**src/rtl/qfs_pkg.sv**
```systemverilog
package qfs_pkg;

    localparam int DATA_W    = 32;

    // Parameter word layout
    localparam int PHASE_W   = 15;
    localparam int COARSE_W  = 5;
    localparam int ODIV_W    = 4;
    localparam int PHASE_LSB = 0;
    localparam int COARSE_LSB = PHASE_LSB + PHASE_W;
    localparam int ODIV_LSB  = COARSE_LSB + COARSE_W;
    localparam int DIV3N_BIT = ODIV_LSB + ODIV_W;

    // Main control word layout
    localparam int RST_LSB   = 0;
    localparam int STBY_LSB  = 8;
    localparam int PWRDN_BIT = 12;
    localparam int LOCK_BIT  = 24;

    // Multiplier word layout
    localparam int MULT_LSB  = 16;
    localparam int MULT_W    = 3;
    localparam int MULT_BASE = 16;
    localparam int FACTOR_W  = 5;

    // Offsets
    localparam int OFS_CTRL  = 'h00;
    localparam int OFS_PLL   = 'h04;
    localparam int OFS_PROG  = 'h08;
    localparam int OFS_PARAM = 'h10;

    typedef struct packed {
        logic [ODIV_W-1:0]   odiv;
        logic [COARSE_W-1:0] coarse;
        logic [PHASE_W-1:0]  phase;
    } tune_t;

    typedef enum logic [2:0] {
        SEL_NONE,
        SEL_CTRL,
        SEL_PLL,
        SEL_PROG,
        SEL_PARAM
    } reg_sel_e;

    function automatic tune_t tune_from_word(input logic [DATA_W-1:0] w);
        tune_t t;
        t.phase  = w[PHASE_LSB  +: PHASE_W];
        t.coarse = w[COARSE_LSB +: COARSE_W];
        t.odiv   = w[ODIV_LSB   +: ODIV_W];
        return t;
    endfunction

    function automatic logic [DATA_W-1:0] word_from_tune(input tune_t t, input logic div3n);
        logic [DATA_W-1:0] w;
        w = '0;
        w[PHASE_LSB  +: PHASE_W]  = t.phase;
        w[COARSE_LSB +: COARSE_W] = t.coarse;
        w[ODIV_LSB   +: ODIV_W]   = t.odiv;
        w[DIV3N_BIT]              = div3n;
        return w;
    endfunction

    function automatic logic tune_is_zero(input tune_t t);
        return (t.phase == '0) && (t.coarse == '0) && (t.odiv == '0);
    endfunction

endpackage

```
**src/rtl/qfs_addr_dec.sv**
```systemverilog
module qfs_addr_dec
    import qfs_pkg::*;
#(
    parameter int NUM_CH = 4,
    parameter int ADDR_W = 6
) (
    input  logic [ADDR_W-1:0] addr,
    output reg_sel_e          sel,
    output logic [((NUM_CH > 1) ? $clog2(NUM_CH) : 1)-1:0] chan_idx
);
    localparam int CH_W = (NUM_CH > 1) ? $clog2(NUM_CH) : 1;
    localparam logic [ADDR_W-1:0] A_CTRL  = ADDR_W'(OFS_CTRL);
    localparam logic [ADDR_W-1:0] A_PLL   = ADDR_W'(OFS_PLL);
    localparam logic [ADDR_W-1:0] A_PROG  = ADDR_W'(OFS_PROG);
    localparam logic [ADDR_W-1:0] A_PBASE = ADDR_W'(OFS_PARAM);
    localparam logic [ADDR_W-1:0] A_PEND  = ADDR_W'(OFS_PARAM + 4 * NUM_CH);

    logic [ADDR_W-1:0] rel;

    always_comb begin
        rel      = addr - A_PBASE;
        chan_idx = rel[2 +: CH_W];
        sel      = SEL_NONE;
        if (addr == A_CTRL) begin
            sel = SEL_CTRL;
        end else if (addr == A_PLL) begin
            sel = SEL_PLL;
        end else if (addr == A_PROG) begin
            sel = SEL_PROG;
        end else if ((addr >= A_PBASE) && (addr < A_PEND) && (addr[1:0] == 2'b00)) begin
            sel = SEL_PARAM;
        end
    end

endmodule

```
**src/rtl/qfs_ctrl_regs.sv**
```systemverilog
module qfs_ctrl_regs
    import qfs_pkg::*;
#(
    parameter int   NUM_CH    = 4,
    parameter logic STBY_POL  = 1'b1,
    parameter logic PWRUP_POL = 1'b1
) (
    input  logic              clk,
    input  logic              rst,
    input  logic              wr_ctrl,
    input  logic              wr_pll,
    input  logic              wr_prog,
    input  logic [DATA_W-1:0] wdata,
    input  logic              lock_in,
    output logic [DATA_W-1:0] ctrl_word,
    output logic [DATA_W-1:0] pll_word,
    output logic [DATA_W-1:0] prog_word,
    output logic [NUM_CH-1:0] commit,
    output logic [NUM_CH-1:0] rst_bits,
    output logic [NUM_CH-1:0] stby_bits,
    output logic              pwrdn_bit,
    output logic [MULT_W-1:0] mult_field
);
    // Reset state: channels held in reset and standby, PLL powered down
    localparam logic [NUM_CH-1:0] STBY_RST  = STBY_POL ? '1 : '0;
    localparam logic              PWRDN_RST = PWRUP_POL;

    logic [NUM_CH-1:0] rst_q;
    logic [NUM_CH-1:0] stby_q;
    logic              pwrdn_q;
    logic [MULT_W-1:0] mult_q;
    logic [NUM_CH-1:0] prog_q;
    logic              lock_q;

    always_ff @(posedge clk) begin
        if (rst) begin
            rst_q   <= '1;
            stby_q  <= STBY_RST;
            pwrdn_q <= PWRDN_RST;
            mult_q  <= '0;
            prog_q  <= '0;
            lock_q  <= 1'b0;
        end else begin
            lock_q <= lock_in;
            if (wr_ctrl) begin
                rst_q   <= wdata[RST_LSB  +: NUM_CH];
                stby_q  <= wdata[STBY_LSB +: NUM_CH];
                pwrdn_q <= wdata[PWRDN_BIT];
            end
            if (wr_pll) begin
                mult_q <= wdata[MULT_LSB +: MULT_W];
            end
            if (wr_prog) begin
                prog_q <= wdata[NUM_CH-1:0];
            end
        end
    end

    // A channel commits on the edge where its enable bit is written from 1 to 0
    assign commit = {NUM_CH{wr_prog}} & prog_q & ~wdata[NUM_CH-1:0];

    always_comb begin
        ctrl_word                       = '0;
        ctrl_word[RST_LSB  +: NUM_CH]   = rst_q;
        ctrl_word[STBY_LSB +: NUM_CH]   = stby_q;
        ctrl_word[PWRDN_BIT]            = pwrdn_q;
        ctrl_word[LOCK_BIT]             = lock_q;
        pll_word                        = '0;
        pll_word[MULT_LSB +: MULT_W]    = mult_q;
        prog_word                       = '0;
        prog_word[NUM_CH-1:0]           = prog_q;
    end

    assign rst_bits   = rst_q;
    assign stby_bits  = stby_q;
    assign pwrdn_bit  = pwrdn_q;
    assign mult_field = mult_q;

endmodule

```
**src/rtl/qfs_chan_slot.sv**
```systemverilog
module qfs_chan_slot
    import qfs_pkg::*;
(
    input  logic              clk,
    input  logic              rst,
    input  logic              wr_stage,
    input  logic [DATA_W-1:0] wdata,
    input  logic              commit,
    output logic [DATA_W-1:0] stage_word,
    output tune_t             active,
    output logic              div3_en,
    output logic              unprog
);
    tune_t stage_q;
    tune_t active_q;
    logic  div3n_q;

    always_ff @(posedge clk) begin
        if (rst) begin
            stage_q  <= '0;
            div3n_q  <= 1'b1;
            active_q <= '0;
        end else begin
            if (wr_stage) begin
                stage_q <= tune_from_word(wdata);
                div3n_q <= wdata[DIV3N_BIT];
            end
            if (commit) begin
                active_q <= stage_q;
            end
        end
    end

    assign stage_word = word_from_tune(stage_q, div3n_q);
    assign active     = active_q;
    assign div3_en    = ~div3n_q;
    assign unprog     = tune_is_zero(active_q);

endmodule

```
**src/rtl/qfs_synth_regs.sv**
```systemverilog
module qfs_synth_regs
    import qfs_pkg::*;
#(
    parameter int   NUM_CH    = 4,
    parameter int   ADDR_W    = 6,
    parameter logic STBY_POL  = 1'b1,
    parameter logic PWRUP_POL = 1'b1
) (
    input  logic                         clk,
    input  logic                         rst,
    input  logic                         bus_wr,
    input  logic [ADDR_W-1:0]            bus_addr,
    input  logic [31:0]                  bus_wdata,
    output logic [31:0]                  bus_rdata,
    input  logic                         pll_lock_in,
    output logic [4:0]                   pll_mult,
    output logic                         pll_pwr_on,
    output logic [NUM_CH-1:0]            chan_rst,
    output logic [NUM_CH-1:0]            chan_stby,
    output logic [NUM_CH-1:0]            chan_div3,
    output logic [NUM_CH*15-1:0]         chan_phase,
    output logic [NUM_CH*5-1:0]          chan_coarse,
    output logic [NUM_CH*4-1:0]          chan_odiv,
    output logic [NUM_CH-1:0]            chan_unprog
);
    localparam int CH_W = (NUM_CH > 1) ? $clog2(NUM_CH) : 1;

    reg_sel_e          sel;
    logic [CH_W-1:0]   chan_idx;
    logic [DATA_W-1:0] ctrl_word;
    logic [DATA_W-1:0] pll_word;
    logic [DATA_W-1:0] prog_word;
    logic [NUM_CH-1:0] commit;
    logic [NUM_CH-1:0] rst_bits;
    logic [NUM_CH-1:0] stby_bits;
    logic              pwrdn_bit;
    logic [MULT_W-1:0] mult_field;
    logic [DATA_W-1:0] stage_words [NUM_CH];
    tune_t             active      [NUM_CH];

    qfs_addr_dec #(
        .NUM_CH (NUM_CH),
        .ADDR_W (ADDR_W)
    ) dec_i (
        .addr     (bus_addr),
        .sel      (sel),
        .chan_idx (chan_idx)
    );

    qfs_ctrl_regs #(
        .NUM_CH    (NUM_CH),
        .STBY_POL  (STBY_POL),
        .PWRUP_POL (PWRUP_POL)
    ) ctrl_i (
        .clk        (clk),
        .rst        (rst),
        .wr_ctrl    (bus_wr && (sel == SEL_CTRL)),
        .wr_pll     (bus_wr && (sel == SEL_PLL)),
        .wr_prog    (bus_wr && (sel == SEL_PROG)),
        .wdata      (bus_wdata),
        .lock_in    (pll_lock_in),
        .ctrl_word  (ctrl_word),
        .pll_word   (pll_word),
        .prog_word  (prog_word),
        .commit     (commit),
        .rst_bits   (rst_bits),
        .stby_bits  (stby_bits),
        .pwrdn_bit  (pwrdn_bit),
        .mult_field (mult_field)
    );

    for (genvar c = 0; c < NUM_CH; c++) begin : g_chan
        qfs_chan_slot slot_i (
            .clk        (clk),
            .rst        (rst),
            .wr_stage   (bus_wr && (sel == SEL_PARAM) && (chan_idx == CH_W'(c))),
            .wdata      (bus_wdata),
            .commit     (commit[c]),
            .stage_word (stage_words[c]),
            .active     (active[c]),
            .div3_en    (chan_div3[c]),
            .unprog     (chan_unprog[c])
        );
        assign chan_phase [c*PHASE_W  +: PHASE_W]  = active[c].phase;
        assign chan_coarse[c*COARSE_W +: COARSE_W] = active[c].coarse;
        assign chan_odiv  [c*ODIV_W   +: ODIV_W]   = active[c].odiv;
    end

    always_comb begin
        unique case (sel)
            SEL_CTRL:  bus_rdata = ctrl_word;
            SEL_PLL:   bus_rdata = pll_word;
            SEL_PROG:  bus_rdata = prog_word;
            SEL_PARAM: bus_rdata = stage_words[chan_idx];
            default:   bus_rdata = '0;
        endcase
    end

    assign pll_mult   = FACTOR_W'(mult_field) + FACTOR_W'(MULT_BASE);
    assign pll_pwr_on = PWRUP_POL ? ~pwrdn_bit : pwrdn_bit;
    assign chan_stby  = STBY_POL ? stby_bits : ~stby_bits;
    assign chan_rst   = rst_bits;

endmodule

```
**config.mk**
```make
export PLATFORM = sky130hd
export DESIGN_NAME = qfs_synth_regs
export DESIGN_NICKNAME = d
export VERILOG_FILES = /design/src/rtl/qfs_pkg.sv /design/src/rtl/qfs_addr_dec.sv /design/src/rtl/qfs_ctrl_regs.sv /design/src/rtl/qfs_chan_slot.sv /design/src/rtl/qfs_synth_regs.sv
export SDC_FILE = /design/constraint.sdc
export NUM_CORES = 1
export LEC_CHECK = 0
export BUFFER_PORTS_ARGS = -buffer_cell sky130_fd_sc_hd__buf_4
export CAP_MARGIN = 20
export CORE_MARGIN = 5
export CORE_UTILIZATION = 51
export CTS_BUF_LIST = sky130_fd_sc_hd__clkbuf_8 sky130_fd_sc_hd__clkbuf_16
export CTS_CLUSTER_SIZE = 12
export DETAILED_ROUTE_END_ITERATION = 6
export PLACE_DENSITY_LB_ADDON = 0.1
export SYNTH_ARGS = -nofsm -noshare
export SYNTH_HDL_FRONTEND = slang
export SYNTH_HIERARCHICAL = 1
export SYNTH_SLANG_ARGS = --single-unit
```
**constraint.sdc**
```tcl
create_clock -name clk -period 2.3 [get_ports clk]
set_input_delay 0.23 -clock clk [delete_from_list [all_inputs] [get_ports clk]]
set_output_delay 0.23 -clock clk [all_outputs]
set_load 0.05 [all_outputs]
```
==> results of run 1 <==
cell families after synthesis:
logic type,count (synthesis),synth area share
AOI/OAI and AO/OA,109,0.0871
xor gates and xnor gates,1,0.000789
buffers and inverters,219,0.152
DFF,213,0.384
muxes,295,0.266
other,7,0.00237
and+or+nand+nor,270,0.107
flip-flops by register name (all words and copies together) (netlist names):
| register | flops |
|---|---|
| g_chan.slot_i/div3n_q | 4 |
| ctrl_i/prog_q | 4 |
| ctrl_i/stby_bits | 4 |
| ctrl_i/pwrdn_bit | 1 |
| g_chan.slot_i/active | 96 |
| ctrl_i/rst_bits | 4 |
| ctrl_i/lock_q | 1 |
| ctrl_i/mult_field | 3 |
| g_chan.slot_i/stage_word | 96 |
power breakdown:
| part | switching, mW | internal, mW | leakage (nW) |
|---|---|---|---|
| Combinational | 0.364 | 0.222 | 3.17 |
| Clock | 1.47 | 2.19 | 0.386 |
| Sequential | 0.00829 | 3.70 | 1.72 |
cell type report:
type / count / share of cell area
multi-input combinational: 784 / 0.425
tap: 280 / 0.0265
inverter: 9 / 0.00255
sequential: 213 / 0.322
timing repair buffer: 254 / 0.166
clock buffer: 30 / 0.0516
clock inverter: 8 / 0.00558
worst max path at each step:
stage	endpoint	cells past startpoint
floorplan	g_chan[0].slot_i/active[10]	12
global placement	bus_rdata[4]	8
detailed placement	bus_rdata[2]	8
CTS	bus_rdata[2]	8
global route	bus_rdata[0]	8
finish	bus_rdata[8]	8
routing by layer:
| layer | track usage | wire length (microns) | up-vias |
|---|---|---|---|
| met5 | 0 | 0 | - |
| met4 | 0.0512 | 539 | 0 |
| met3 | 0.0401 | 1560 | 35 |
| met2 | 0.400 | 14500 | 188 |
| met1 | 0.285 | 12100 | 3715 |
| li1 | - | - | 4010 |
synthesized netlist by cell type (all sizes together):
cell type  instances
nor4              24
nor4b              1
xnor2              1
clkbuf            17
nor2b              7
dfxtp            213
a211o             41
and3               1
nand4              4
nor2             206
and2b              4
nor3               1
nor3b              3
or4                1
nand2b             1
o221ai            32
conb               7
mux2i            295
a21oi             32
o211ai             4
and3b              5
buf              193
nand2             11
and4               1
inv                9
per-stage QoR:
step	std cells	util	hold WS, ns	setup slack (ns)	cell area (sq um)
final	1578	0.612	0.00724	0.0310	13200
after global routing	1578	0.612	0.00210	-0.0344	13200
after CTS	1574	0.607	0.00343	0.00434	13100
after detailed placement	1516	0.561	0.457	-0.0524	12100
after global placement	1516	0.561	0.457	-0.0369	12100
after floorplan	1216	-	0.348	-0.0212	11500
worst max-delay path: stages:
cell and delay, ns:
buf_4 0.11, or4_4 0.57, nor2_4 0.21, buf_12 0.21
a21oi_1 0.06, a211o_1 0.31, o221ai_2 0.09, buf_4 0.24
repair_timing:
action                                 in CTS  in global routing
hold buffers                               18                  0
setup endpoints to repair                  15                 24
resized for setup                           7                 18
gates cloned                                1                  0
endpoints found under the hold margin      50                  0
setup buffers                               1                  4
pin swaps                                   1                  2
==> run_results.csv, run 1 <==
group,metric,value,unit
outcome,outcome,"complete, no violations",
pwr,power,7.95,mW
pwr,p_leak,5.27,nW
sta,tns,0,ns
detailed_routing,drc,0,
clock_network,clock_latency,0.52,ns
sta,final_hold_viol_count,0,
detailed_routing,vias,7948,
pwr,power.ir.vdd_worst,0.639,mV
detailed_routing,wire_per_inst,18.2,microns
detailed_routing,viasPerCell,5.04,
hold_path,whs_endpoint,"ctrl_i/rst_bits[3]",
yosys,synth_area_leader_cell,"dfxtp_1",
clock_network,cts_made_buffers,24,
clock_network,cts_sinks,213,
die,boundaryPins,192,
yosys,postSynthCellCount,1114,
final_layout,antennaDiodeCount,0,
detailed_routing,wl,28700,microns
yosys,synthesis.area,11100,sq um
global_routing,grt_max_degree,69,
global_routing,antenna_found_initial,0,
worst_setup_path,worstSetupEndpointType,"primary output",
global_routing,track_usage,0.225,
final_layout,nets,1328,
sta,layout_min_cycle_time,2.27,ns
clock_network,h-tree-depth,1,
worst_setup_path,startpoint,"bus_addr[5]",
yosys,synth-seq-cells,213,
clock_network,clk_pin_slew_worst_paths,0.06,ns
place,place_congestion,0.832,
die,die_h,158,microns
worst_setup_path,startpoint_type,"primary input",
hold_path,hp-class,"primary input to flop",
sta,drv_slew,0,
global_routing,grt_pass1_vias,7699,
worst_setup_path,ff2ff_setup_slack,1.09,ns
run,max-cap-violations,0,
yosys,syn_area_per_cell,9.97,sq um
yosys,synthTopCellsByArea,"dfxtp_1 (38%), mux2i_1 (27%), buf_4 (9.4%)",
worst_setup_path,reg2reg_to,"g_chan[3].slot_i/active[11]",
final_layout,fillers,1884,
global_routing,grt_overflow_total,0,
sta,rsz0062_at_grt,"yes",
clock_network,tritoncts,"yes",
worst_setup_path,crit_fanout,29,
detailed_routing,first_pass_iters,5,
sta,worst_pin_slew,0.658,ns
final_layout,area_delta_synth_final,19.2,%
detailed_routing,ant_nets,0,
die,coreArea,21600,sq um
final_layout,final-seq-area,4260,sq um
final_layout,final_cell_mix,"mux2i_1 (295), dfxtp_1 (213), buf_4 (211), nor2_1 (204), conb_1 (109)",
sta,fmax,441,MHz
sta,finClkSkew,0.0121,ns
die,start_util,0.514,
clock_network,cts_buffer_depth,3,
global_routing,grt_pass1_wl,43700,microns
sta,setup_viol,0,
clock_network,root_buffer,"clkbuf_16",
yosys,synth_cell_types,32,
yosys,synth_warnings,6,
worst_setup_path,worstPathArrival,2.04,ns
final_layout,drive_above_1_share,0.240,
place,dpl.hpwl,20700,microns
sta,max_slew_margin,0.558,
place,portBuffers,182,
yosys,yosysTopAreaCellShare,0.384,
worst_setup_path,criticalPathCategory,"primary input to primary output",
detailed_routing,drtIter0Drc,371,
sta,period_share,0.987,
worst_setup_path,worst_r2r_path_depth,4,
die,die_area,24800,sq um
hold_path,min_from,"bus_wdata[3]",
die,die_w,158,microns
worst_setup_path,reg2reg_from,"ctrl_i/prog_q[3]",
final_layout,multiInputGateArea,5630,sq um
worst_setup_path,cp.required,2.07,ns
pwr,p_per_area,601,nW/um^2
hold_path,whs_path_depth,2,
die,num_rows,54,
yosys,yosysSeqAreaShare,0.384,
final_layout,final_common_cell,"mux2i_1",
(Power assumes the default switching activity.)
==> run 2, diff against run 1 <==
--- a/config.mk
+++ b/config.mk
@@ -6,7 +6,8 @@
 export NUM_CORES = 1
 export LEC_CHECK = 0
 export BUFFER_PORTS_ARGS = -buffer_cell sky130_fd_sc_hd__buf_4
-export CAP_MARGIN = 20
+export CAP_MARGIN = 40
+export CORE_ASPECT_RATIO = 1.4
 export CORE_MARGIN = 5
 export CORE_UTILIZATION = 51
 export CTS_BUF_LIST = sky130_fd_sc_hd__clkbuf_8 sky130_fd_sc_hd__clkbuf_16
==> run_results.csv, run 2 (synthesized netlist as in run 1, its figures left out) <==
group,metric,value,unit
worst_setup_path,worstSetupEndpointType,"primary output",
clock_network,cts_made_buffers,22,
place,dpl.hpwl,21800,microns
worst_setup_path,critical_path.cell_chain,"buf_4 -> buf_4 -> nor4b_4 -> nor3b_4 -> nand2b_2 -> buf_12 -> o221ai_1 -> buf_4",
clock_network,cts_sinks,213,
die,start_util,0.514,
final_layout,nets,1310,
worst_setup_path,cpMostUsedCell,"buf_4",
place,portBuffers,182,
pwr,p_per_area,584,nW/um^2
sta,layout_min_cycle_time,2.27,ns
place,placedCellCount,1498,
pwr,combPwrFrac,0.077,
pwr,clkPwrFrac,0.435,
sta,hold_ws,0.0205,ns
detailed_routing,drc,0,
worst_setup_path,critPathMaxStageDelay,0.32,ns
final_layout,final_cell_area,13000,sq um
clock_network,cts_buffer_depth,3,
sta,drv_slew,0,
detailed_routing,drtIter0Drc,455,
pwr,power,7.60,mW
clock_network,h-tree-depth,1,
outcome,outcome,"complete, no violations",
die,die_h,185,microns
place,place_congestion,0.806,
sta,rsz0062_at_grt,"yes",
worst_setup_path,ff2ff_setup_slack,1.07,ns
hold_path,min_from,"bus_wdata[6]",
die,die_area,24900,sq um
final_layout,fillers,1909,
detailed_routing,wl,30900,microns
worst_setup_path,worstPathArrival,2.04,ns
final_layout,drive_above_1_share,0.235,
final_layout,area_delta_synth_final,17.1,%
hold_path,hp-class,"primary input to flop",
final_layout,final_common_cell,"mux2i_1",
clock_network,root_buffer,"clkbuf_16",
sta,final_hold_viol_count,0,
die,die_w,135,microns
sta,setup_viol,0,
pwr,switchingPower,1.79,mW
detailed_routing,viasPerCell,5.24,
worst_setup_path,reg2reg_from,"ctrl_i/prog_q[3]",
sta,max_slew_margin,0.619,
sta,fmax,440,MHz
global_routing,antenna_found_initial,0,
sta,period_share,0.989,
worst_setup_path,crit_fanout,14,
global_routing,grt_pass1_vias,7816,
sta,tns,0,ns
worst_setup_path,slowest_stage,"nor4b_4",
pwr,swShare,0.235,
detailed_routing,ant_nets,0,
global_routing,grt_max_degree,71,
sta,finClkSkew,0.00478,ns
detailed_routing,wire_per_inst,20.0,microns
worst_setup_path,startpoint_type,"primary input",
pwr,power.ir.vdd_worst,0.574,mV
clock_network,clk_pin_slew_worst_paths,0.06,ns
pwr,p_int,5.82,mW
final_layout,final_cell_mix,"mux2i_1 (295), dfxtp_1 (213), buf_4 (205), nor2_1 (204), conb_1 (109)",
worst_setup_path,startpoint,"bus_addr[5]",
detailed_routing,first_pass_iters,5,
final_layout,antennaDiodeCount,0,
sta,worst_pin_slew,0.571,ns
worst_setup_path,cp.required,2.07,ns
worst_setup_path,criticalPathCategory,"primary input to primary output",
die,num_rows,64,
place,dp_slack,-0.0646,ns
pwr,seq_power_share,0.488,
pwr,p_leak,5.15,nW
detailed_routing,vias,8063,
place,postPlaceCellArea,12100,sq um
final_layout,final_util,0.602,
clock_network,clock_latency,0.50,ns
run,max-cap-violations,0,
die,boundaryPins,192,
global_routing,grt_pass1_wl,46300,microns
die,coreArea,21600,sq um
global_routing,grt_overflow_total,0,
clock_network,tritoncts,"yes",
final_layout,stdcell_count,1540,
sta,setup_ws,0.0261,ns
global_routing,track_usage,0.241,
## run 2: cell count changes in the layout (fill, tap and decap cells not counted), sizes merged
cell	delta
buf	-2
bufinv	-1
clkbuf	-2
clkinv	-4
dlygate4sd3	-15
inv	+2
## run 2: metal layers
| layer | GRT usage | vias up | routed length (microns) |
|---|---|---|---|
| met4 | 0.0795 | 0 | 983 |
| met2 | 0.433 | 210 | 15800 |
| met3 | 0.0344 | 51 | 1450 |
| met5 | 0 | - | 0 |
| li1 | - | 3977 | - |
| met1 | 0.294 | 3825 | 12600 |
## run 2: repair_timing
| item | CTS | global route |
|---|---|---|
| pin swaps | 1 | 6 |
| gates resized for setup | 6 | 19 |
| hold buffers | 3 | 0 |
| endpoints found under the hold margin | 5 | 0 |
| cloned | 0 | 2 |
| setup buffers | 0 | 5 |
| setup endpoints to repair | 25 | 33 |
## run 2: final timing paths
path                                     end  cells past startpoint
min reg2reg  g_chan[1].slot_i/stage_word[18]                      2
max                             bus_rdata[4]                      8
max reg2reg       g_chan[3].slot_i/active[2]                      4
min           g_chan[1].slot_i/stage_word[6]                      3
## run 2: power groups by stage
stage	Clock, mW	Combinational (mW)	Sequential [mW]
after CTS	3.38	0.567	3.71
after detailed placement	0	0.558	3.79
after global routing	3.52	0.627	3.71
after global placement	0	0.557	3.79
after floorplan	0	0.494	3.79
final	3.31	0.586	3.71
## run 2: layout make-up
type	instances	area (sq um)	share of cell area
Sequential cell	213	4260	0.328
Clock buffer	27	631	0.0485
Timing Repair Buffer	238	2120	0.163
Clock inverter	5	20.0	0.00154
Inverter	9	33.8	0.00260
Tap cell	264	330	0.0254
Multi-Input combinational cell	784	5610	0.431
## run 2: worst max-delay path: cells and delay by family
family	cells	cell delay, ns
compound gates	1	0.25
buf+inv	4	0.71
simple gates	3	0.83
==> run 3, diff against run 2 <==
--- a/config.mk
+++ b/config.mk
@@ -9,7 +9,7 @@
 export CAP_MARGIN = 40
 export CORE_ASPECT_RATIO = 1.4
 export CORE_MARGIN = 5
-export CORE_UTILIZATION = 51
+export CORE_UTILIZATION = 45
 export CTS_BUF_LIST = sky130_fd_sc_hd__clkbuf_8 sky130_fd_sc_hd__clkbuf_16
 export CTS_CLUSTER_SIZE = 12
 export DETAILED_ROUTE_END_ITERATION = 6
==> run_results.csv, run 3 (synthesized netlist as in run 1, its figures left out) <==
group,metric,value,unit
detailed_routing,met2_wirelength,16400,microns
hold_path,whs_endpoint,"ctrl_i/stby_bits[1]",
worst_setup_path,worst_r2r_path_depth,4,
worst_setup_path,criticalPathCategory,"primary input to primary output",
worst_setup_path,crit_family,"simple AND/OR/NAND/NOR gates",
outcome,failed_checks,"setup timing",
sta,rsz0062_at_grt,"yes",
final_layout,drive_above_1_share,0.228,
pwr,power.ir.vdd_worst,0.460,mV
detailed_routing,wl,31000,microns
clock_network,tritoncts,"yes",
sta,max_slew_margin,0.639,
place,postPlaceCellArea,12100,sq um
sta,period_share,1.01,
global_routing,antenna_found_initial,0,
worst_setup_path,critical_path.cell_chain,"buf_4 -> or4_4 -> nor2_4 -> buf_6 -> mux2i_1 -> a211o_1 -> o221ai_1 -> buf_4",
clock_network,root_buffer,"clkbuf_16",
worst_setup_path,reg2reg_to,"g_chan[3].slot_i/active[21]",
worst_setup_path,ff2ff_setup_slack,1.08,ns
final_layout,antennaDiodeCount,0,
worst_setup_path,critPathMaxStageDelay,0.57,ns
pwr,seq_power_share,0.492,
worst_setup_path,reg2reg_from,"ctrl_i/prog_q[3]",
worst_setup_path,cpMostUsedCell,"buf_4",
hold_path,hp-class,"primary input to flop",
outcome,outcome,"finished, violations left",
pwr,combPwrFrac,0.077,
detailed_routing,vias,7932,
worst_setup_path,startpoint_type,"primary input",
worst_setup_path,crit_fanout,10,
detailed_routing,first_pass_iters,4,
detailed_routing,dr_wl_met3,1170,microns
sta,setup_ws,-0.0243,ns
pwr,swShare,0.237,
sta,drv_slew,0,
clock_network,cts_made_buffers,22,
clock_network,clock_latency,0.50,ns
worst_setup_path,worstPathArrival,2.09,ns
pwr,p_leak,5.14,nW
run,max-cap-violations,0,
pwr,switchingPower,1.79,mW
sta,layout_min_cycle_time,2.32,ns
hold_path,min_from,"bus_wdata[9]",
worst_setup_path,cp_num_buf_inv,3,
place,placedCellCount,1544,
global_routing,grt_max_degree,71,
final_layout,stdcell_count,1589,
detailed_routing,wire_per_inst,19.5,microns
pwr,clkPwrFrac,0.431,
pwr,p_int,5.75,mW
clock_network,h-tree-depth,1,
detailed_routing,dr.max_layer_used,"met4",
detailed_routing,drc,0,
detailed_routing,ant_nets,0,
place,portBuffers,182,
die,start_util,0.453,
pwr,p_per_area,580,nW/um^2
place,place_congestion,0.768,
clock_network,cts_sinks,213,
clock_network,clk_pin_slew_worst_paths,0.06,ns
worst_setup_path,path_depth,8,
worst_setup_path,worstSetupEndpointType,"primary output",
global_routing,grt_pass1_vias,7725,
worst_setup_path,cp.required,2.07,ns
die,die_w,143,microns
sta,worst_pin_slew,0.537,ns
die,boundaryPins,192,
final_layout,final_cell_mix,"mux2i_1 (295), dfxtp_1 (213), nor2_1 (204), buf_4 (200), conb_1 (109)",
clock_network,cts_buffer_depth,3,
final_layout,area_delta_synth_final,17.0,%
final_layout,final_common_cell,"mux2i_1",
die,die_area,28000,sq um
worst_setup_path,startpoint,"bus_addr[5]",
sta,finClkSkew,0.00754,ns
sta,fmax,430,MHz
global_routing,grt_pass1_wl,46300,microns
final_layout,final_util,0.530,
detailed_routing,met1Wirelength,12800,microns
final_layout,nets,1304,
place,dpl.hpwl,22300,microns
die,die_h,196,microns
hold_path,whs_path_depth,2,
sta,final_hold_viol_count,0,
global_routing,track_usage,0.213,
detailed_routing,viasPerCell,4.99,
global_routing,grt_overflow_total,0,
worst_setup_path,slowest_stage,"or4_4",
sta,setup_viol,2,
sta,tns,-0.0383,ns
die,num_rows,68,
die,coreArea,24500,sq um
detailed_routing,drtIter0Drc,403,
final_layout,final_cell_area,13000,sq um
-- run 3: changes by cell type in the layout (fill, tap and decap cells not counted), sizes merged --
cell,delta
buf,-7
inv,+7
clkbuf,-1
clkinv,-1
-- run 3: power by group through the flow --
stage,Sequential [mW],Clock [mW],Combinational [mW]
CTS,3.71,3.34,0.562
global placement,3.79,0,0.551
detailed placement,3.79,0,0.553
floorplan,3.79,0,0.494
global route,3.71,3.50,0.622
finish,3.71,3.25,0.579
-- run 3: what timing repair did --
| action | CTS | global route |
|---|---|---|
| gates resized for setup | 7 | 20 |
| endpoints found under the hold margin | 6 | 0 |
| gates cloned | 0 | 3 |
| hold buffers | 3 | 0 |
| buffers inserted | 0 | 3 |
| pin swaps | 1 | 1 |
| setup endpoints to repair | 23 | 31 |
-- run 3: worst max path at each step --
stage                                       end
detailed placement  g_chan[2].slot_i/active[12]
global placement     g_chan[2].slot_i/active[9]
finish                             bus_rdata[2]
floorplan           g_chan[0].slot_i/active[10]
CTS                               bus_rdata[14]
global route                      bus_rdata[24]
-- run 3: layout make-up --
type / instances / area (sq um)
Fill cell: 2309 / 11500
Multi-Input combinational cell: 784 / 5610
Sequential cell: 213 / 4260
Timing Repair Buffer: 232 / 2050
Clock buffer: 25 / 603
Tap cell: 315 / 394
Clock inverter: 11 / 41.3
Inverter: 9 / 33.8
-- run 3: metal layers --
layer | vias up | GRT usage
met5 | - | 0
met1 | 3784 | 0.260
li1 | 3947 | -
met4 | 0 | 0.0511
met3 | 31 | 0.0293
met2 | 170 | 0.390
-- run 3: through the flow --
step / hold WS, ns / power [mW] / setup WS, ns
after floorplan: 0.348 / 4.28 / -0.0212
after global placement: 0.451 / 4.34 / -0.0876
after detailed placement: 0.459 / 4.34 / -0.128
after CTS: 0.00491 / 7.61 / -0.00800
after global routing: 0.00579 / 7.83 / -0.0920
final: 0.0171 / 7.54 / -0.0243
